## config.mk

```make
export PLATFORM = sky130hd
export DESIGN_NAME = scsi_xfer_seq
export DESIGN_NICKNAME = d
export VERILOG_FILES = /design/src/rtl/scsi_xfer_pkg.sv /design/src/rtl/scsi_xfer_decode.sv /design/src/rtl/scsi_xfer_parity.sv /design/src/rtl/scsi_xfer_cnt.sv /design/src/rtl/scsi_xfer_seq.sv
export SDC_FILE = /design/constraint.sdc
export NUM_CORES = 1
export LEC_CHECK = 0
export BUFFER_PORTS_ARGS = -buffer_cell sky130_fd_sc_hd__buf_2
export CORE_MARGIN = 2
export CORE_UTILIZATION = 50
export CTS_CLUSTER_DIAMETER = 50
export DETAILED_ROUTE_END_ITERATION = 8
export PLACE_DENSITY = 0.77
export SYNTH_ARGS = -nofsm -noshare
export SYNTH_HDL_FRONTEND = slang
export SYNTH_HIERARCHICAL = 1
export SYNTH_SLANG_ARGS = --single-unit
```

## constraint.sdc

```tcl
create_clock -name clk -period 4.3 [get_ports clk]
set_input_delay 0.43 -clock clk [delete_from_list [all_inputs] [get_ports clk]]
set_output_delay 0.43 -clock clk [all_outputs]
set_load 0.01 [all_outputs]
```

## src/rtl/scsi_xfer_pkg.sv

```systemverilog
package scsi_xfer_pkg;

    localparam logic [2:0] PH_DOUT = 3'b000;
    localparam logic [2:0] PH_DIN  = 3'b001;
    localparam logic [2:0] PH_CMD  = 3'b010;
    localparam logic [2:0] PH_STAT = 3'b011;
    localparam logic [2:0] PH_MOUT = 3'b110;
    localparam logic [2:0] PH_MIN  = 3'b111;

    localparam logic [6:0] OP_XFER = 7'h10;
    localparam logic [6:0] OP_BRST = 7'h03;

    typedef enum logic [2:0] {
        S_IDLE,
        S_WAIT_REQ,
        S_SETTLE,
        S_DRIVE,
        S_ACK_WAIT,
        S_WAIT_SVC,
        S_HOLD_ACK,
        S_BUS_RST
    } state_e;

    typedef enum logic [1:0] {
        CK_NONE,
        CK_XFER,
        CK_BRST,
        CK_BAD
    } cmd_kind_e;

endpackage

```

## src/rtl/scsi_xfer_decode.sv

```systemverilog
module scsi_xfer_decode
    import scsi_xfer_pkg::*;
(
    input  logic        valid_i,
    input  logic [7:0]  code_i,
    output cmd_kind_e   kind_o,
    output logic        dma_o
);
    always_comb begin
        dma_o = code_i[7];
        if (!valid_i)                   kind_o = CK_NONE;
        else if (code_i[6:0] == OP_XFER) kind_o = CK_XFER;
        else if (code_i[6:0] == OP_BRST) kind_o = CK_BRST;
        else                            kind_o = CK_BAD;
    end
endmodule

```

## src/rtl/scsi_xfer_parity.sv

```systemverilog
module scsi_xfer_parity (
    input  logic [7:0] gen_dat_i,
    output logic       gen_par_o,
    input  logic [7:0] chk_dat_i,
    input  logic       chk_par_i,
    output logic       chk_bad_o
);
    // odd parity: data plus parity bit hold an odd number of ones
    assign gen_par_o = ~(^gen_dat_i);
    assign chk_bad_o = ~(^{chk_dat_i, chk_par_i});
endmodule

```

## src/rtl/scsi_xfer_cnt.sv

```systemverilog
module scsi_xfer_cnt #(
    parameter int W = 16
) (
    input  logic         clk,
    input  logic         rst_n,
    input  logic         load_i,
    input  logic [W-1:0] load_val_i,
    input  logic         dec_i,
    output logic         one_o
);
    logic [W-1:0] cnt_q;

    always_ff @(posedge clk or negedge rst_n) begin
        if (!rst_n)      cnt_q <= '0;
        else if (load_i) cnt_q <= load_val_i;
        else if (dec_i)  cnt_q <= cnt_q - W'(1);
    end

    assign one_o = (cnt_q == W'(1));
endmodule

```

## src/rtl/scsi_xfer_seq.sv

```systemverilog
module scsi_xfer_seq
    import scsi_xfer_pkg::*;
#(
    parameter int CNT_W   = 16,
    parameter int RST_CYC = 8
) (
    input  logic             clk,
    input  logic             rst_n,
    input  logic             cmd_valid_i,
    input  logic [7:0]       cmd_code_i,
    input  logic [CNT_W-1:0] xfer_len_i,
    input  logic             par_chk_en_i,
    input  logic             rst_irq_dis_i,
    input  logic [2:0]       phase_i,
    input  logic             req_i,
    output logic             ack_o,
    output logic             atn_o,
    output logic             bus_rst_o,
    input  logic [7:0]       dat_i,
    input  logic             dpar_i,
    output logic [7:0]       dat_o,
    output logic             dpar_o,
    output logic             dat_oe_o,
    input  logic [7:0]       tx_dat_i,
    input  logic             tx_empty_i,
    output logic             tx_pop_o,
    output logic [7:0]       rx_dat_o,
    output logic             rx_push_o,
    output logic             irq_svc_o,
    output logic             irq_done_o,
    output logic             irq_rst_o,
    output logic             busy_o,
    output logic [7:0]       cmd_reg_o,
    output logic             par_err_o,
    output logic             illegal_o
);
    localparam int RST_CW = $clog2(RST_CYC + 1);
    localparam logic [RST_CW-1:0] RST_LAST = RST_CW'(RST_CYC - 1);

    state_e            state_q, state_d;
    logic [2:0]        lock_ph_q;
    logic              dma_q, last_q;
    logic [RST_CW-1:0] rst_cnt_q;
    logic              ack_q, atn_q, irq_svc_q, irq_done_q, irq_rst_q;
    logic              par_err_q, illegal_q;
    logic [7:0]        cmd_reg_q, dat_o_q;
    logic              dpar_o_q;

    cmd_kind_e kind;
    logic      dec_dma, par_gen, par_bad, cnt_one, cnt_dec;

    scsi_xfer_decode u_dec (
        .valid_i (cmd_valid_i),
        .code_i  (cmd_code_i),
        .kind_o  (kind),
        .dma_o   (dec_dma)
    );

    scsi_xfer_parity u_par (
        .gen_dat_i (tx_dat_i),
        .gen_par_o (par_gen),
        .chk_dat_i (dat_i),
        .chk_par_i (dpar_i),
        .chk_bad_o (par_bad)
    );

    logic idle_like, do_brst, accept, bad_cmd, is_in, ph_match, byte_go, last_now;

    assign idle_like = (state_q == S_IDLE) || (state_q == S_HOLD_ACK);
    assign do_brst   = (kind == CK_BRST);
    assign accept    = (kind == CK_XFER) && idle_like;
    assign bad_cmd   = cmd_valid_i && !do_brst && !accept;
    assign is_in     = lock_ph_q[0];
    assign ph_match  = (phase_i == lock_ph_q);
    assign byte_go   = (state_q == S_WAIT_REQ) && ph_match && req_i;
    assign last_now  = dma_q ? cnt_one : (is_in ? 1'b1 : tx_empty_i);
    assign cnt_dec   = (state_q == S_SETTLE) && dma_q;

    scsi_xfer_cnt #(.W(CNT_W)) u_cnt (
        .clk        (clk),
        .rst_n      (rst_n),
        .load_i     (accept),
        .load_val_i (xfer_len_i),
        .dec_i      (cnt_dec),
        .one_o      (cnt_one)
    );

    // next-state logic
    always_comb begin
        state_d = state_q;
        if (do_brst) begin
            state_d = S_BUS_RST;
        end else begin
            unique case (state_q)
                S_IDLE, S_HOLD_ACK: if (accept) state_d = S_WAIT_REQ;
                S_WAIT_REQ: begin
                    if (!ph_match)  state_d = S_WAIT_SVC;
                    else if (req_i) state_d = S_SETTLE;
                end
                S_SETTLE:   state_d = S_DRIVE;
                S_DRIVE:    state_d = S_ACK_WAIT;
                S_ACK_WAIT: begin
                    if (!req_i) begin
                        if (!last_q)                state_d = S_WAIT_REQ;
                        else if (lock_ph_q == PH_MIN) state_d = S_HOLD_ACK;
                        else                        state_d = S_WAIT_SVC;
                    end
                end
                S_WAIT_SVC: if (req_i) state_d = S_IDLE;
                S_BUS_RST:  if (rst_cnt_q == RST_LAST) state_d = S_IDLE;
                default:    state_d = S_IDLE;
            endcase
        end
    end

    // state register
    always_ff @(posedge clk or negedge rst_n) begin
        if (!rst_n) state_q <= S_IDLE;
        else        state_q <= state_d;
    end

    // registered outputs and datapath
    always_ff @(posedge clk or negedge rst_n) begin
        if (!rst_n) begin
            lock_ph_q  <= PH_DOUT;
            dma_q      <= 1'b0;
            last_q     <= 1'b0;
            rst_cnt_q  <= '0;
            ack_q      <= 1'b0;
            atn_q      <= 1'b0;
            irq_svc_q  <= 1'b0;
            irq_done_q <= 1'b0;
            irq_rst_q  <= 1'b0;
            par_err_q  <= 1'b0;
            illegal_q  <= 1'b0;
            cmd_reg_q  <= 8'h00;
            dat_o_q    <= 8'h00;
            dpar_o_q   <= 1'b0;
        end else if (do_brst) begin
            ack_q      <= 1'b0;
            atn_q      <= 1'b0;
            irq_svc_q  <= 1'b0;
            irq_done_q <= 1'b0;
            irq_rst_q  <= !rst_irq_dis_i;
            cmd_reg_q  <= cmd_code_i;
            rst_cnt_q  <= '0;
        end else begin
            if (bad_cmd) illegal_q <= 1'b1;
            if (accept) begin
                ack_q      <= 1'b0;
                cmd_reg_q  <= cmd_code_i;
                dma_q      <= dec_dma;
                lock_ph_q  <= phase_i;
                atn_q      <= (phase_i == PH_MOUT);
                irq_svc_q  <= 1'b0;
                irq_done_q <= 1'b0;
                irq_rst_q  <= 1'b0;
                par_err_q  <= 1'b0;
                illegal_q  <= 1'b0;
            end
            unique case (state_q)
                S_WAIT_REQ: begin
                    if (!ph_match) begin
                        cmd_reg_q <= 8'h00;
                    end else if (req_i) begin
                        if (!is_in) begin
                            dat_o_q  <= tx_dat_i;
                            dpar_o_q <= par_gen;
                        end else if (par_bad && par_chk_en_i) begin
                            par_err_q <= 1'b1;
                            if (lock_ph_q == PH_DIN) atn_q <= 1'b1;
                        end
                    end
                end
                S_SETTLE: begin
                    last_q <= last_now;
                    if (last_now && lock_ph_q == PH_MOUT) atn_q <= 1'b0;
                end
                S_DRIVE: ack_q <= 1'b1;
                S_ACK_WAIT: begin
                    if (!req_i) begin
                        if (last_q && lock_ph_q == PH_MIN) begin
                            irq_done_q <= 1'b1;
                            cmd_reg_q  <= 8'h00;
                        end else begin
                            ack_q <= 1'b0;
                        end
                    end
                end
                S_WAIT_SVC: begin
                    if (req_i) begin
                        irq_svc_q <= 1'b1;
                        cmd_reg_q <= 8'h00;
                    end
                end
                S_BUS_RST: begin
                    rst_cnt_q <= rst_cnt_q + RST_CW'(1);
                    if (rst_cnt_q == RST_LAST) cmd_reg_q <= 8'h00;
                end
                S_IDLE, S_HOLD_ACK: ;
                default: ;
            endcase
        end
    end

    assign ack_o      = ack_q;
    assign atn_o      = atn_q;
    assign bus_rst_o  = (state_q == S_BUS_RST);
    assign dat_o      = dat_o_q;
    assign dpar_o     = dpar_o_q;
    assign dat_oe_o   = !is_in && ((state_q == S_SETTLE) || (state_q == S_DRIVE) ||
                                   (state_q == S_ACK_WAIT));
    assign tx_pop_o   = byte_go && !is_in;
    assign rx_push_o  = byte_go && is_in;
    assign rx_dat_o   = dat_i;
    assign irq_svc_o  = irq_svc_q;
    assign irq_done_o = irq_done_q;
    assign irq_rst_o  = irq_rst_q;
    assign busy_o     = !idle_like;
    assign cmd_reg_o  = cmd_reg_q;
    assign par_err_o  = par_err_q;
    assign illegal_o  = illegal_q;

endmodule

```

==> flow_summary_export.csv, run 1 <==
group,metric,value,unit
synth,synth_seq_cells,52,
synth,synth_fp_nets,369,
global_routing,grtUsageTotal,20.2,%
critical_path,critical_path_class,"primary input to register",
power_and_ir_drop,p_leak,1.71,nW
timing,period_minus_slack,2.99,ns
cells_and_area,fin_area,0.00355,mm^2
synth,yosys-top-cells-count,"dfrtp_1 (52), nand2_1 (42), nor2_1 (28)",
global_routing,grt_max_degree,53,
drt,dr_total_vias,2500,
synth,netlist_instances,315,
clock_tree,cts_tree,"yes",
critical_path,worst_setup_path_start_kind,"primary input",
placed_design,post_dp_cell_area,0.00346,mm^2
global_routing,grt_pass1_vias,2357,
drt,drc_errors,0,
critical_path,slowest_delay,0.54,ns
clock_tree,cts-resized-gates,0,
synth,syn_area,0.00306,mm^2
timing,rsz0062_at_grt,"false",
timing,whs,0.230,ns
timing,fin_crit_sh,69.5,%
job,maxCapViolCount,0,
power_and_ir_drop,p_per_area,571,mW/mm^2
clock_tree,cts_buffer_depth,2,
global_routing,overflow,0,
placed_design,io_buffers,87,
floorplan,start_util,51.6,%
floorplan,die_area,0.00675,mm^2
critical_path,endpoint_kind,"register",
drt,wl_per_cell,14.3,um
timing,skew,0.00947,ns
global_routing,grt.busiest_layer,"met2",
placed_design,dp_hpwl,4920,um
power_and_ir_drop,ir_drop,0.235,mV
timing,tns,0,ns
synth,synth_warnings,6,
synth,synth_top_area_share,42.6,%
drt,dr.pass1.iters,4,
global_routing,grt_pass1_wl,10600,um
timing,drv_slew,0,
placed_design,pre_cts_slack,1.03,ns
floorplan,core,0.00592,mm^2
timing,worst_slack,1.31,ns
critical_path,crit_fanout,42,
synth,yosysSeqAreaShare,42.6,%
synth,synth-main-ff-cell,"dfrtp_1",
critical_path,cp.arrival,3.20,ns
synth,synth.avg_cell_area,9.70,um^2
floorplan,die_w,82.2,um
min_path,hp-class,"primary input to asynchronous set/reset pin",
placed_design,place.gp.congestion,0.860,
critical_path,cp.required,4.51,ns
synth,netlist-cell-type-count,56,
floorplan,die_y,82.2,um
global_routing,grt_util_met2,34.3,%
clock_tree,cts_buffers,5,
global_routing,use_met1,26.3,%
global_routing,use_met3,3.15,%
cells_and_area,antenna_cells,0,
timing,worst_pin_slew,0.664,ns
synth,synth_edf_count,0,
global_routing,antenna_found_initial,0,
critical_path,slowest_stage,"or4_4",
drt,vias_per_cell,5.40,
synth,synth_top_cell_by_area,"dfrtp_1",
synth,synth_most_common_cell,"dfrtp_1",
floorplan,row_count,28,
floorplan,ios,88,
clock_tree,ctsHoldBuffers,0,
cells_and_area,area_growth,16.3,%
timing,slew_headroom,55.7,%
status,outcome,"finished, final reports clean",
cells_and_area,final_nets,441,
synth,synth_top_cells_by_area,"dfrtp_1 (43%), xnor2_1 (5.7%), nand2_1 (5.2%)",
critical_path,crit_chain,"buf_2, or4_4, o41a_1, nor2b_1, nand3_2, inv_2, nand4b_1, a221o_1, o31ai_1",
drt,first_iter_violations,205,
cells_and_area,drive_gt1_share,29.9,%
timing,fmax,0.335,GHz
synth,synthArstFlopShare,100,%
clock_tree,cts_num_sinks,52,
clock_tree,path_clk_slew,0.10,ns
timing,finalHoldViolCount,0,
clock_tree,clk_latency,0.31,ns
clock_tree,post-cts-setup-buffers,0,
drt,drt_wl_total,6600,um
drt,ant_nets,0,
clock_tree,cts-root-buf,"clkbuf_8",
clock_tree,htree_levels,2,
timing,finalSetupViolCount,0,
cells_and_area,n_fill_cell,525,
-- placed cells by master, fill, tap and decap left out, drive strengths merged, types with 8 or more instances in the layout --
master,count
buf,89
dfrtp,52
mux2,10
mux2i,9
nand2,42
nor2,29
nor3,9
nor4,8
o21ai,21
xnor2,23
xor2,8
-- flip-flops by register name, indices dropped and copies added (netlist names) --
register and flops:
lock_ph_q 3, dpar_o 1, par_err_o 1, atn_o 1
illegal_o 1, ack_o 1, u_cnt/cnt_q 16, irq_done_o 1
state_q 3, irq_rst_o 1, cmd_reg_o 8, dma_q 1
last_q 1, dat_o 8, rst_cnt_q 4, irq_svc_o 1
-- per-stage QoR --
stage	std cells	power, mW	util, %
2_1_floorplan	315	1.49	-
3_3_place_gp	455	1.71	58.4
3_5_place_dp	455	1.74	58.4
4_1_cts	463	2.04	60.0
5_1_grt	463	2.20	60.0
6_report	463	2.03	60.0
-- worst paths after layout --
path	slack [ns]	from	depth (start not counted)	to
setup / recovery	1.31	cmd_code_i[3]	9	atn_o
hold / removal	0.23	rst_n	2	u_cnt/cnt_q[2]
setup reg to reg	1.58	state_q[2]	7	u_cnt/cnt_q[11]
hold reg to reg	0.48	par_err_o	2	par_err_o
max in group asynchronous	3.63	rst_n	2	cmd_reg_o[1]
min in group clk	0.32	xfer_len_i[4]	3	u_cnt/cnt_q[4]
-- per-layer routing --
| layer | vias to the layer above | share of wire (%) |
|---|---|---|
| met4 | 0 | 1.3 |
| met2 | 70 | 50 |
| met5 | - | 0 |
| met1 | 1180 | 44 |
| met3 | 10 | 4.9 |
| li1 | 1240 | - |
-- where the power goes --
part	leakage, nW	total (mW)	internal, mW	switching, mW
clock	0.0463	0.295	0.120	0.176
combinational	1.01	0.831	0.404	0.428
sequential	0.660	0.904	0.684	0.220
total	1.71	2.03	1.21	0.823
-- worst max-delay path: cells and delay by family --
family,cells,cell delay [ns]
buffers and inverters,2,0.65
AOI/OAI and AO/OA,3,0.80
and+or+nand+nor,4,1.30
-- cells by family after synthesis --
family,count (synthesis),share of synthesized area [%]
mux,19,7.74
simple gates,131,22.3
buf+inv,30,5.41
xor+xnor,32,10.4
fa+ha+maj,3,1.23
flops,52,42.6
compound gates,48,10.4
-- area by class of cell --
type | instances | area [um^2] | share of cell area [%]
Clock buffer | 5 | 68.8 | 1.94
Clock inverter | 3 | 27.5 | 0.775
Inverter | 6 | 22.5 | 0.634
Multi-Input combinational cell | 233 | 1590 | 44.7
Sequential cell | 52 | 1300 | 36.6
Tap cell | 75 | 93.8 | 2.64
Timing Repair Buffer | 89 | 450 | 12.7
Note: power is estimated with default switching activity, not from simulation.
==> run 2, diff against run 1 <==
--- a/config.mk
+++ b/config.mk
@@ -7,10 +7,10 @@
 export LEC_CHECK = 0
 export BUFFER_PORTS_ARGS = -buffer_cell sky130_fd_sc_hd__buf_2
 export CORE_MARGIN = 2
-export CORE_UTILIZATION = 50
+export CORE_UTILIZATION = 47
 export CTS_CLUSTER_DIAMETER = 50
 export DETAILED_ROUTE_END_ITERATION = 8
-export PLACE_DENSITY = 0.77
+export PLACE_DENSITY = 0.76
 export SYNTH_ARGS = -nofsm -noshare
 export SYNTH_HDL_FRONTEND = slang
 export SYNTH_HIERARCHICAL = 1
==> constraint.sdc (replaced) <==
create_clock -name clk -period 2.6 [get_ports clk]
set_input_delay 0.26 -clock clk [delete_from_list [all_inputs] [get_ports clk]]
set_output_delay 0.26 -clock clk [all_outputs]
set_load 0.01 [all_outputs]
==> flow_summary_export.csv, run 2 (synthesis results as in run 1) <==
group,metric,value,unit
clock_tree,cts_buffers,5,
critical_path,cp.arrival,2.55,ns
cells_and_area,multi_input_area,0.00160,mm^2
clock_tree,cts_buffer_depth,2,
clock_tree,post-cts-setup-buffers,0,
clock_tree,path_clk_slew,0.10,ns
global_routing,antenna_found_initial,0,
placed_design,place.gp.congestion,0.938,
cells_and_area,drive_gt1_share,31.7,%
floorplan,row_count,29,
cells_and_area,largest_reg_flops,16,
critical_path,endpoint_kind,"register",
cells_and_area,final_cell_mix,"buf_2 (87), dfrtp_1 (52), nand2_1 (42), nor2_1 (28), xnor2_1 (20)",
timing,finalHoldViolCount,0,
power_and_ir_drop,p_per_area,946,mW/mm^2
critical_path,critPathLaunch,"state_q[2]",
power_and_ir_drop,ir_drop,0.486,mV
timing,worst_pin_slew,0.602,ns
timing,rsz0062_at_grt,"false",
min_path,whs_path_depth,3,
timing,fmax,0.427,GHz
floorplan,die_w,84.6,um
cells_and_area,final_nets,450,
status,outcome,"finished, final reports clean",
timing,finalSetupViolCount,0,
global_routing,grt_pass1_wl,11300,um
drt,wl_per_cell,14.3,um
clock_tree,htree_levels,2,
power_and_ir_drop,p_leak,1.76,nW
clock_tree,cts-root-buf,"clkbuf_8",
timing,skew,0.00945,ns
critical_path,cp-endpoint,"u_cnt/cnt_q[15]",
timing,drv_slew,0,
drt,ant_nets,0,
timing,slew_headroom,59.9,%
global_routing,overflow,0,
drt,drc_errors,0,
timing,period_minus_slack,2.34,ns
clock_tree,cts_tree,"yes",
floorplan,start_util,48.4,%
critical_path,rr_worst_depth,6,
cells_and_area,ff_latch_area,0.00130,mm^2
drt,vias_per_cell,5.37,
global_routing,grt_max_degree,29,
cells_and_area,n_fill_cell,565,
timing,fin_crit_sh,90.0,%
clock_tree,clk_latency,0.31,ns
critical_path,crit_fanout,5,
drt,dr_total_vias,2546,
drt,drt_wl_total,6780,um
drt,dr.pass1.iters,4,
drt,first_iter_violations,205,
critical_path,worst_setup_path_start_kind,"register",
critical_path,timing.rr.end,"u_cnt/cnt_q[15]",
placed_design,post_dp_cell_area,0.00352,mm^2
placed_design,dp_hpwl,5150,um
critical_path,reg2reg_slack,0.26,ns
cells_and_area,fin_area,0.00363,mm^2
cells_and_area,layout_commonest_cell,"buf_2",
job,maxCapViolCount,0,
global_routing,grt_pass1_vias,2461,
clock_tree,cts_num_sinks,52,
timing,tns,0,ns
cells_and_area,fin_util,57.5,%
floorplan,ios,88,
critical_path,cp.required,2.81,ns
cells_and_area,area_growth,18.9,%
floorplan,die_area,0.00716,mm^2
critical_path,reg2reg_from,"state_q[2]",
floorplan,die_y,84.6,um
cells_and_area,antenna_cells,0,
floorplan,core,0.00631,mm^2
min_path,hp-class,"primary input to register",
placed_design,io_buffers,87,
critical_path,critical_path_class,"register to register",
cells_and_area,top_register,"u_cnt/cnt_q",
global_routing,grtUsageTotal,19.5,%
[run 2: layer usage]
layer | wire (um) | vias up | part of all wire, % | GRT usage, %
met5 | 0 | - | 0 | 0
met4 | 52 | 0 | 0.77 | 3.75
met3 | 383 | 8 | 5.7 | 4.23
met2 | 3420 | 79 | 50 | 34.0
met1 | 2920 | 1191 | 43 | 25.3
li1 | - | 1268 | - | -
[run 2: per-stage QoR]
step / power, mW / cells / hold WS [ns] / setup slack, ns
2_1_floorplan: 2.47 / 315 / -0.0356 / 0.0739
3_3_place_gp: 2.90 / 465 / 0.291 / 0.0560
3_5_place_dp: 2.95 / 465 / 0.305 / 0.0104
4_1_cts: 3.45 / 474 / 0.143 / 0.233
5_1_grt: 3.71 / 474 / 0.145 / 0.115
6_report: 3.44 / 474 / 0.142 / 0.261
[run 2: worst min path at each step]
stage | from | endpoint
3_3_place_gp | rst_n | par_err_o
2_1_floorplan | rst_n | ack_o
6_report | xfer_len_i[8] | u_cnt/cnt_q[8]
3_5_place_dp | rst_n | par_err_o
5_1_grt | xfer_len_i[4] | u_cnt/cnt_q[4]
4_1_cts | rst_irq_dis_i | irq_rst_o
[run 2: what timing repair did]
action	4_1_cts	5_1_grt
hold endpoints to repair	24	0
hold buffers	1	0
setup endpoints to repair	0	1
gates resized for setup	0	1
[run 2: area by class of cell]
type                       count  share of cell area (%)
multi-input combinational    233                    44.0
inverter                       6                   0.620
tap                           77                    2.65
timing repair buffer          98                    14.3
sequential                    52                    35.8
clock buffer                   5                    1.89
clock inverter                 3                   0.689
[run 2: where the power goes]
group | leakage, nW | internal (mW) | switching, mW | total (mW)
Sequential | 0.660 | 1.13 | 0.298 | 1.43
Clock | 0.0452 | 0.197 | 0.292 | 0.488
Combinational | 1.05 | 0.723 | 0.795 | 1.52
[run 2: critical path: stages (launching register included)]
cell and delay (ns):
dfrtp_1 0.39, nand2b_1 0.22, nor2_1 0.20, and2_1 0.19
or4b_2 0.68, o31a_1 0.28, o31a_1 0.28
==> run 3, diff against run 2 <==
--- a/config.mk
+++ b/config.mk
@@ -5,12 +5,13 @@
 export SDC_FILE = /design/constraint.sdc
 export NUM_CORES = 1
 export LEC_CHECK = 0
+export ABC_AREA = 1
 export BUFFER_PORTS_ARGS = -buffer_cell sky130_fd_sc_hd__buf_2
 export CORE_MARGIN = 2
-export CORE_UTILIZATION = 47
+export CORE_UTILIZATION = 49
 export CTS_CLUSTER_DIAMETER = 50
 export DETAILED_ROUTE_END_ITERATION = 8
-export PLACE_DENSITY = 0.76
+export PLACE_DENSITY = 0.77
 export SYNTH_ARGS = -nofsm -noshare
 export SYNTH_HDL_FRONTEND = slang
 export SYNTH_HIERARCHICAL = 1
==> flow_summary_export.csv, run 3 <==
group,metric,value,unit
timing,skew,0.00541,ns
floorplan,die_area,0.00780,mm^2
timing,finalHoldViolCount,0,
critical_path,critical_path_class,"register to primary output",
clock_tree,cts-root-buf,"clkbuf_8",
power_and_ir_drop,power_frac_comb,49.2,%
critical_path,path_buf_inv,1,
critical_path,worst_setup_path_start_kind,"register",
critical_path,slowest_stage,"dfrtp_1",
timing,worst_pin_slew,0.529,ns
timing,fin_crit_sh,77.0,%
cells_and_area,antenna_cells,0,
cells_and_area,final_cell_mix,"nand2_1 (140), buf_2 (87), inv_1 (64), nor2_1 (61), dfrtp_1 (52)",
power_and_ir_drop,netSwitchingFraction,46.8,%
timing,finalSetupViolCount,0,
drt,dr_total_vias,3334,
power_and_ir_drop,p_leak,2.26,nW
power_and_ir_drop,power_frac_seq,38.4,%
synth,synth_fp_nets,545,
clock_tree,cts_buffer_depth,2,
floorplan,die_w,88.3,um
clock_tree,cts_tree,"yes",
timing,fmax,0.499,GHz
clock_tree,clk_latency,0.31,ns
placed_design,pre_cts_slack,0.521,ns
timing,whs,0.127,ns
timing,rsz0062_at_grt,"false",
timing,tns,0,ns
clock_tree,path_clk_slew,0.10,ns
placed_design,place.gp.congestion,0.895,
synth,synthArstFlopShare,100,%
status,outcome,"finished, final reports clean",
cells_and_area,area_growth,15.9,%
synth,synth_most_common_cell,"nand2_1",
synth,synth_edf_count,0,
floorplan,die_y,88.3,um
floorplan,start_util,51.0,%
global_routing,grt_pass1_wl,13500,um
global_routing,grtUsageTotal,21.6,%
synth,synth_top_cells_by_area,"dfrtp_1 (37%), nand2_1 (15%), inv_1 (6.9%)",
cells_and_area,n_fill_cell,675,
power_and_ir_drop,p_per_area,955,mW/mm^2
clock_tree,htree_levels,2,
critical_path,endpoint_kind,"primary output",
drt,first_iter_violations,132,
cells_and_area,largest_reg_flops,16,
global_routing,grt_max_degree,21,
critical_path,crit_chain,"xnor2_1, nand4_1, nor2_1, buf_2",
power_and_ir_drop,p_clk_share,12.4,%
global_routing,antenna_found_initial,0,
power_and_ir_drop,p_sw,1.80,mW
drt,wl_per_cell,12.0,um
global_routing,grt_pass1_vias,3169,
synth,netlist-cell-type-count,38,
critical_path,path_delay_family,"flip-flops",
drt,drt_wl_total,8000,um
drt,vias_per_cell,4.98,
cells_and_area,top_register,"u_cnt/cnt_q",
drt,dr.pass1.iters,4,
synth,synth.avg_cell_area,7.09,um^2
floorplan,row_count,30,
synth,synth-main-ff-cell,"dfrtp_1",
synth,synth_top_area_share,37.4,%
min_path,hp-class,"primary input to register",
critical_path,slowest_delay,0.54,ns
synth,synth_top_cell_by_area,"dfrtp_1",
timing,worst_slack,0.597,ns
clock_tree,cts_buffers,5,
cells_and_area,layout_commonest_cell,"nand2_1",
synth,yosysSeqAreaShare,37.4,%
critical_path,crit_fanout,11,
placed_design,dp_hpwl,6230,um
synth,netlist_instances,491,
timing,period_minus_slack,2.00,ns
critical_path,cp.arrival,1.74,ns
clock_tree,cts_num_sinks,52,
cells_and_area,final_nets,626,
timing,slew_headroom,64.6,%
job,maxCapViolCount,0,
synth,synth_seq_cells,52,
placed_design,io_buffers,87,
cells_and_area,drive_gt1_share,23.2,%
floorplan,ios,88,
critical_path,cp.required,2.34,ns
drt,drc_errors,0,
power_and_ir_drop,power.internal,2.05,mW
drt,ant_nets,0,
timing,drv_slew,0,
floorplan,core,0.00683,mm^2
synth,syn_area,0.00348,mm^2
synth,synth_warnings,6,
power_and_ir_drop,ir_drop,0.451,mV
synth,yosys-top-cells-count,"nand2_1 (140), inv_1 (64), nor2_1 (61)",
global_routing,overflow,0,
run 3: cell count changes after synthesis, moves of 7 or more:
cell	delta
nand2_1	+98
mux2_4	-9
clkbuf_1	-8
a22oi_1	+8
nand3_1	+43
inv_1	+59
xnor2_1	-12
mux2i_1	-9
nor4_1	-7
nor2_1	+33
run 3: logic make-up after synthesis:
logic type | count (synthesis) | share of synthesized area, %
flops | 52 | 37.4
compound gates | 53 | 9.27
buf+inv | 88 | 11.6
simple gates | 278 | 36.2
xor+xnor | 17 | 4.49
fa+ha+maj | 3 | 1.08
run 3: layer usage:
metal  global-route usage [%]  share of wire, %
met1                     27.2                46
met4                     7.99               1.8
met5                        0                 0
met3                     3.45               4.3
met2                     37.3                48
run 3: cell type report:
cell class                 count  area [um^2]  area share, %
tap                           96          120           2.98
clock buffer                   5         68.8           1.71
sequential                    52         1300           32.2
multi-input combinational    351         1780           44.1
inverter                      68          255           6.33
clock inverter                 3         21.3          0.527
timing repair buffer          94          490           12.2
run 3: power by group through the flow:
| stage | clock, mW | sequential [mW] | combinational (mW) |
|---|---|---|---|
| after CTS | 0.494 | 1.48 | 1.91 |
| after global routing | 0.523 | 1.53 | 2.17 |
| after global placement | 0 | 1.47 | 1.85 |
| after floorplan | 0 | 1.45 | 1.42 |
| final | 0.477 | 1.48 | 1.89 |
| after detailed placement | 0 | 1.49 | 1.90 |
run 3: per-stage QoR:
step | total power [mW] | cells | instance area, um^2 | utilization, %
after detailed placement | 3.39 | 660 | 3940 | 57.6
after floorplan | 2.87 | 491 | 3480 | -
final | 3.85 | 669 | 4040 | 59.1
after CTS | 3.88 | 669 | 4040 | 59.1
after global placement | 3.32 | 660 | 3940 | 57.6
after global routing | 4.22 | 669 | 4040 | 59.1
run 3: timing repair:
item | CTS | global route
endpoints found under the hold margin | 17 | 0
hold buffers | 1 | 0
resized for setup | 0 | 0
setup buffers | 0 | 0
run 3: path summary, 6_finish.rpt:
| check | cells after the start | slack (ns) | to | startpoint |
|---|---|---|---|---|
| worst min-delay path | 2 | 0.13 | irq_rst_o | rst_irq_dis_i |
| worst max register to register | 10 | 0.60 | u_cnt/cnt_q[4] | state_q[2] |
| max in group asynchronous | 3 | 1.52 | u_cnt/cnt_q[7] | rst_n |
| min in group asynchronous | 2 | 0.43 | irq_svc_o | rst_n |
| worst min register to register | 1 | 0.48 | rst_cnt_q[3] | rst_cnt_q[3] |
| worst max-delay path | 4 | 0.60 | rx_push_o | lock_ph_q[0] |
